## src/rtl/csr_perm_check.sv

```systemverilog
module csr_perm_check #(
  parameter int          AW        = 12,
  parameter logic [11:0] DBG_BASE  = 12'h7B0,
  parameter int          DBG_SPAN  = 4,
  parameter logic [11:0] HI_CNT_U  = 12'hC80,
  parameter logic [11:0] HI_CNT_M  = 12'hB80,
  parameter int          HI_SPAN   = 5,
  parameter int          PW        = 2
) (
  input  logic [AW-1:0] csr_addr,
  input  logic [PW-1:0] cur_priv,
  input  logic          dbg_mode,
  input  logic          xlen64,
  input  logic          wr_intent,
  input  logic          addr_present,
  output logic          csr_illegal,
  output logic          csr_read_only
);
  localparam logic [PW-1:0] PRIV_TOP = '1;
  localparam int NHI = 2;
  localparam logic [11:0] HI_BASES [NHI] = '{HI_CNT_U, HI_CNT_M};

  logic [PW-1:0] min_priv, eff_priv;
  logic          below_priv, ro_write, in_dbg_win, dbg_block, hi_block;
  logic [NHI-1:0] in_hi;

  assign csr_read_only = &csr_addr[AW-1:AW-2];
  assign min_priv      = csr_addr[AW-3:AW-4];
  assign eff_priv      = dbg_mode ? PRIV_TOP : cur_priv;
  assign below_priv    = eff_priv < min_priv;
  assign ro_write      = csr_read_only & wr_intent;

  assign in_dbg_win = csr_addr[AW-1:DBG_SPAN] == DBG_BASE[AW-1:DBG_SPAN];
  assign dbg_block  = in_dbg_win & ~dbg_mode;

  for (genvar g = 0; g < NHI; g++) begin : g_hi
    assign in_hi[g] = csr_addr[AW-1:HI_SPAN] == HI_BASES[g][AW-1:HI_SPAN];
  end
  assign hi_block = xlen64 & (|in_hi);

  assign csr_illegal = below_priv | ro_write | dbg_block | hi_block | ~addr_present;
endmodule

```

## config.mk

```make
export PLATFORM = sky130hd
export DESIGN_NAME = csr_perm_check
export DESIGN_NICKNAME = d
export VERILOG_FILES = /design/src/rtl/csr_perm_check.sv
export SDC_FILE = /design/constraint.sdc
export NUM_CORES = 1
export LEC_CHECK = 0
export BUFFER_PORTS_ARGS = -buffer_cell sky130_fd_sc_hd__buf_2
export CORE_AREA = 2 2 39 41
export DETAILED_ROUTE_END_ITERATION = 8
export DIE_AREA = 0 0 41 43
export GPL_ROUTABILITY_DRIVEN = 0
export PLACE_DENSITY = 0.34
export SLEW_MARGIN = 40
export SYNTH_ARGS = -nofsm -noshare
export SYNTH_HDL_FRONTEND = slang
export SYNTH_SLANG_ARGS = --single-unit
```

## constraint.sdc

```tcl
create_clock -name vclk -period 2.7
set_input_delay 0.54 -clock vclk [all_inputs]
set_output_delay 0.54 -clock vclk [all_outputs]
set_load 0.02 [all_outputs]
```

Word-level counts from Yosys, hierarchy flattened
Cells that the tools add are included.
- register bits: 0
- bits of input ports: 18
- output and inout bits: 2
- word-level logic and storage cells: 16
- order comparisons: 1
- eq/ne operators: 3
- mux-type cells: 1
- bitwise logic cells: 9
- reductions and logical operators: 2
- operators by type and width (cell ; count):
    7-bit equality test, second input constant ; 2
    8-bit by 7-bit equality test with 1-bit output, second input constant ; 1
    1-bit bitwise OR ; 4
    1-bit bitwise AND ; 3
    2-bit < comparator ; 1
    2-bit two-way mux ; 1
    1-bit inverter ; 2
    2-bit AND reduction ; 1
    2-bit OR reduction ; 1

Logic depth before layout (Yosys ltp)
Gate-level depths: netlist (run 1).
- depth after elaboration: 6
- gate-level depth with buffers: 4
- mapped depth without buffers: 4

Worst setup path before layout (run 1)
No wires, ideal clock.
- path kind: input to output
- from: input cur_priv[1]
- to: output csr_illegal
- arrival: 1.760 ns
- required time: 2.160 ns
- slack: 0.400 ns
- stages: 4
- buffers on the path: 0
- cells stage by stage: or2_2 -> ha_1 -> a21oi_1 -> or4_1
- word-level cells in the longest chain between the ends: 6
- ends and longest elaborated chain (item ; RTL line ; text):
    start: declaration ; 11 ; input logic [PW-1:0] cur_priv,
    2-bit two-way mux ; 29 ; assign eff_priv = dbg_mode ? PRIV_TOP : cur_priv;
    2-bit < comparator ; 30 ; assign below_priv = eff_priv < min_priv;
    1-bit bitwise OR (4 in a row) ; 41 ; assign csr_illegal = below_priv | ro_write | dbg_block | hi_block | ~addr_present;
    end: declaration ; 16 ; output logic csr_illegal,
No other way between the ends.

Worst setup path after layout (run 1)
Ends and elaborated chain as after synthesis.

==> qor.yml, run 1 <==
grt:
  grt_use_total_pct: 4.80
  globalRouteOverflowTotal: 0
  antenna_found_initial: 0
  first_global_vias: 160
  grt_pass1_wl_um: 634
  grt_start_max_net_pins: 6
timing:
  least_margin_pin_slew_ns: 0.174
  setup_total_negative_slack_ns: 0
  worst_hold_slack_ns: 1.46
  fin_crit_sh_pct: 91.5
  grt_setup_unrepaired: "false"
  final_max_slew_viol_count: 0
  achievable-frequency_mhz: 405
  final_hold_viol_count: 0
  finalSetupViolCount: 0
  finalWorstPathRequiredPeriod_ns: 2.47
  timing.slew.headroom_pct: 88.3
detailed_routing:
  routed_wl_um: 416
  highest-signal-layer: "met3"
  detail_route.wirelength.met1_um: 176
  route.met2.wl_um: 201
  wl_per_cell_um: 8.49
  wl_met3_um: 38
  route.antenna.remaining_nets: 0
  avgViaCountPerCell: 3.73
  num_vias: 183
  drcViolationCount: 0
  first_iter_violations: 2
  1st_pass_router_iterations: 2
cells_and_area:
  area_growth_syn_to_layout_pct: 85.1
  sequential_cell_area_sq_um: 0
  fillers: 161
  layout_commonest_cell: "buf_2"
  n_antenna_cell: 0
  most-common-layout-cells: "16 x buf_2, 2 x or3b_1, 2 x nand3b_1, 2 x nand3_1"
  nFlopsAndLatches: 0
  clock_buffers: 0
  final_net_count: 54
  final_layout_size_suffix_gt1_share_pct: 51.5
critical_path:
  crit_path_start_kind: "input pin"
  criticalPathCategory: "in -> out"
  worst_setup_path_startpoint: "cur_priv[1]"
  worstPathMaxFanout: 1
  worstPathArrival_ns: 1.93
  critical_path.endpoint: "csr_illegal"
  critical_path.endpoint_type: "output pin"
  worstPathRequired_ns: 2.16
power_and_ir_drop:
  power-per-cell-area_mw_per_mm2: 121
  sequential_share_of_power_pct: 0
  leakagePower_nw: 0.105
  comb_power_share_pct: 100.0
  netSwitchingPower_w: 0.0000122
  share_clk_of_total_power_pct: 0
  cell_internal_pwr_w: 0.0000143
  switching_share_pct: 46.0
  ir_drop_v: 0.0000260
floorplan:
  fp.coreArea_sq_mm: 0.00138
  die_x_um: 41
  top_level_ports: 20
  row_count: 14
  die_height_um: 43
  initial_core_util_pct: 8.50
  die_area_sq_mm: 0.00176
worst_hold_path:
  holdCritPathClass: "in -> out"
logic_synthesis:
  yosys.cell_types.count: 14
  synthesis.nets: 36
  yosys_warnings: 0
  syn_avg_cell_area_sq_um: 6.92
  synth_top_cells_by_area: "or3b_1 15%, nand3b_1 13%, ha_1 11%, or4bb_1 9.6%, nand3_1 8.5%"
  sequential_cell_area_fraction_in_the_yosys_report_pct: 0
  syn_inst: 17
  syn-cell-area_sq_um: 118
  post-synth-top-area-fraction_pct: 14.9
  synth_area_leader_cell: "or3b_1"
clock_network:
  cts.hold.buffers_added: 0
  cts_setup_buffers: 0
  postCtsResizedCells: 0
placed_design:
  post_dp_hpwl_um: 379
  port_buffers: 16
run:
  max_cap_violations: 0
run_status:
  status: "complete, no violations"
-- through the flow --
step | setup slack [ns] | cell area (sq um) | total power (W) | cells | util, %
floorplan | 0.400 | 118 | 0.0000114 | 17 | -
global placement | 0.224 | 218 | 0.0000266 | 49 | 15.7
global route | 0.162 | 218 | 0.0000295 | 49 | 15.7
finish | 0.229 | 218 | 0.0000264 | 49 | 15.7
CTS | 0.212 | 218 | 0.0000269 | 49 | 15.7
detailed placement | 0.213 | 218 | 0.0000269 | 49 | 15.7
-- final cells by class --
cell class / instances / area [sq um] / area share [%]
Inverter: 1 / 3.75 / 1.72
Multi-Input combinational cell: 16 / 114 / 52.3
Tap cell: 16 / 20.0 / 9.20
Timing Repair Buffer: 16 / 80.1 / 36.8
-- cell usage after synthesis --
library cell	n
nand3_1	2
nand3b_1	2
or3b_1	2
a211oi_1	1
a21oi_1	1
and2_1	1
ha_1	1
inv_1	1
nand2_1	1
nand2b_1	1
nor3_1	1
or2_2	1
or4_1	1
or4bb_1	1
-- layer usage --
metal | vias up | track usage, %
met2 | 8 | 8.13
met5 | - | 0
li1 | 97 | -
met3 | 0 | 0.524
met1 | 78 | 6.65
met4 | 0 | 0
-- critical path, stage by stage --
cell,delay (ns)
buf_2,0.09
or2_2,0.28
ha_1,0.27
a21oi_1,0.05
or4_1,0.51
buf_2,0.17
-- cell families after synthesis --
kind of cell / Yosys count / synth area share, %
and+or+nand+nor: 13 / 75.5
adders and majority gates: 1 / 10.6
AOI/OAI and AO/OA: 2 / 10.6
buffers and inverters: 1 / 3.19
-- worst min-delay path by stage --
stage / cells after the start / to / startpoint
detailed placement: 3 / csr_read_only / csr_addr[11]
global route: 3 / csr_read_only / csr_addr[10]
finish: 3 / csr_read_only / csr_addr[10]
CTS: 3 / csr_read_only / csr_addr[11]
global placement: 3 / csr_read_only / csr_addr[11]
floorplan: 1 / csr_read_only / csr_addr[11]
-- power by group through the flow --
| stage | combinational, W | sequential [W] | clock (W) |
|---|---|---|---|
| 5_1_grt | 0.0000295 | 0 | 0 |
| 3_5_place_dp | 0.0000269 | 0 | 0 |
| 3_3_place_gp | 0.0000266 | 0 | 0 |
| 6_report | 0.0000264 | 0 | 0 |
| 2_1_floorplan | 0.0000114 | 0 | 0 |
| 4_1_cts | 0.0000269 | 0 | 0 |
Note: power is estimated with default switching activity, not from simulation.
==> inputs of run 2 (changes only) <==
--- a/config.mk
+++ b/config.mk
@@ -10,7 +10,7 @@
 export DETAILED_ROUTE_END_ITERATION = 8
 export DIE_AREA = 0 0 41 43
 export GPL_ROUTABILITY_DRIVEN = 0
-export PLACE_DENSITY = 0.34
+export SKIP_LAST_GASP = 1
 export SLEW_MARGIN = 40
 export SYNTH_ARGS = -nofsm -noshare
 export SYNTH_HDL_FRONTEND = slang
==> qor.yml, run 2 (synthesis gave the netlist of run 1 again) <==
critical_path:
  crit_path_start_kind: "input pin"
  worst_setup_path_startpoint: "cur_priv[1]"
  critical_path.endpoint: "csr_illegal"
  worstPathRequired_ns: 2.16
  critical_path.endpoint_type: "output pin"
  criticalPathCategory: "in -> out"
  timing.critical_path.buf_inv: 2
  timing.critical_path.max_delay_family: "simple AND/OR/NAND/NOR gates"
  path_cells: "buf_2 > or2_2 > ha_1 > a21oi_1 > or4_1 > buf_2"
  worstPathArrival_ns: 1.93
  critical_path_cell_count: 6
  cpMostUsedCell: "buf_2"
  worstPathMaxFanout: 1
  cp_slowest_stage_delay_ns: 0.50
  critical-path-slowest-cell: "or4_1"
placed_design:
  post_dp_hpwl_um: 351
  port_buffers: 16
detailed_routing:
  num_vias: 188
  drcViolationCount: 0
  route.antenna.remaining_nets: 0
  highest-signal-layer: "met3"
  wl_met3_um: 55
  wl_per_cell_um: 7.73
  avgViaCountPerCell: 3.84
  first_iter_violations: 0
  route.met2.wl_um: 179
  1st_pass_router_iterations: 1
  detail_route.wirelength.met1_um: 143
  routed_wl_um: 379
power_and_ir_drop:
  ir_drop_v: 0.0000132
  leakagePower_nw: 0.105
  power-per-cell-area_mw_per_mm2: 120
timing:
  fin_crit_sh_pct: 91.4
  timing.slew.headroom_pct: 88.4
  finalSetupViolCount: 0
  setup_total_negative_slack_ns: 0
  grt_setup_unrepaired: "false"
  least_margin_pin_slew_ns: 0.172
  finalWorstPathRequiredPeriod_ns: 2.47
  final_max_slew_viol_count: 0
  final_hold_viol_count: 0
  achievable-frequency_mhz: 405
grt:
  grt_pass1_wl_um: 489
  antenna_found_initial: 0
  grt_use_total_pct: 3.60
  first_global_vias: 141
  globalRouteOverflowTotal: 0
  grt_start_max_net_pins: 6
cells_and_area:
  area_growth_syn_to_layout_pct: 85.1
  fillers: 164
  layout_commonest_cell: "buf_2"
  clock_buffers: 0
  n_antenna_cell: 0
  final_net_count: 54
  final_layout_size_suffix_gt1_share_pct: 51.5
  most-common-layout-cells: "16 x buf_2, 2 x or3b_1, 2 x nand3b_1, 2 x nand3_1"
  postLayoutCoreUtil_pct: 15.7
  sequential_cell_area_sq_um: 0
  nFlopsAndLatches: 0
floorplan:
  die_height_um: 43
  die_x_um: 41
  fp.coreArea_sq_mm: 0.00138
  die_area_sq_mm: 0.00176
  initial_core_util_pct: 8.50
  row_count: 14
  top_level_ports: 20
clock_network:
  cts.hold.buffers_added: 0
  postCtsResizedCells: 0
  cts_setup_buffers: 0
worst_hold_path:
  holdCritPathClass: "in -> out"
run_status:
  status: "complete, no violations"
run:
  max_cap_violations: 0
## run 2: cell counts in the layout (fill, tap and decap cells not counted)
No cell type changed its count.
## run 2: final cells by class
type               count  area [sq um]  share of cell area (%)
well taps             16          20.0                    9.20
multi-input cells     16           114                    52.3
repair buffers        16          80.1                    36.8
inverters              1          3.75                    1.72
## run 2: how the worst min path moves through the flow
stage / slack [ns] / start / endpoint / depth (start not counted)
finish: 1.45 / csr_addr[11] / csr_read_only / 3
floorplan: 1.26 / csr_addr[11] / csr_read_only / 1
global placement: 1.45 / csr_addr[11] / csr_read_only / 3
global route: 1.47 / addr_present / csr_illegal / 4
CTS: 1.45 / csr_addr[11] / csr_read_only / 3
detailed placement: 1.45 / csr_addr[11] / csr_read_only / 3
## run 2: per-layer routing
layer  GRT usage (%)  vias to the layer above
met5               0                        -
met3               0                        0
met4               0                        0
met1            4.43                       80
met2            6.88                       10
li1                -                       98
## run 2: power breakdown
group          internal [W]  leakage [nW]   total, W  switching [W]
Clock                     0             0          0              0
Sequential                0             0          0              0
Combinational     0.0000143         0.105  0.0000262      0.0000119
Total             0.0000143         0.105  0.0000262      0.0000119
## run 2: through the flow
stage / hold WS (ns) / std cells / worst slack (ns) / total power (W) / instance area, sq um
after floorplan: 1.26 / 17 / 0.400 / 0.0000114 / 118
after global placement: 1.45 / 49 / 0.238 / 0.0000260 / 218
after detailed placement: 1.45 / 49 / 0.220 / 0.0000265 / 218
after CTS: 1.45 / 49 / 0.218 / 0.0000267 / 218
after global routing: 1.47 / 49 / 0.180 / 0.0000296 / 218
final: 1.45 / 49 / 0.231 / 0.0000262 / 218
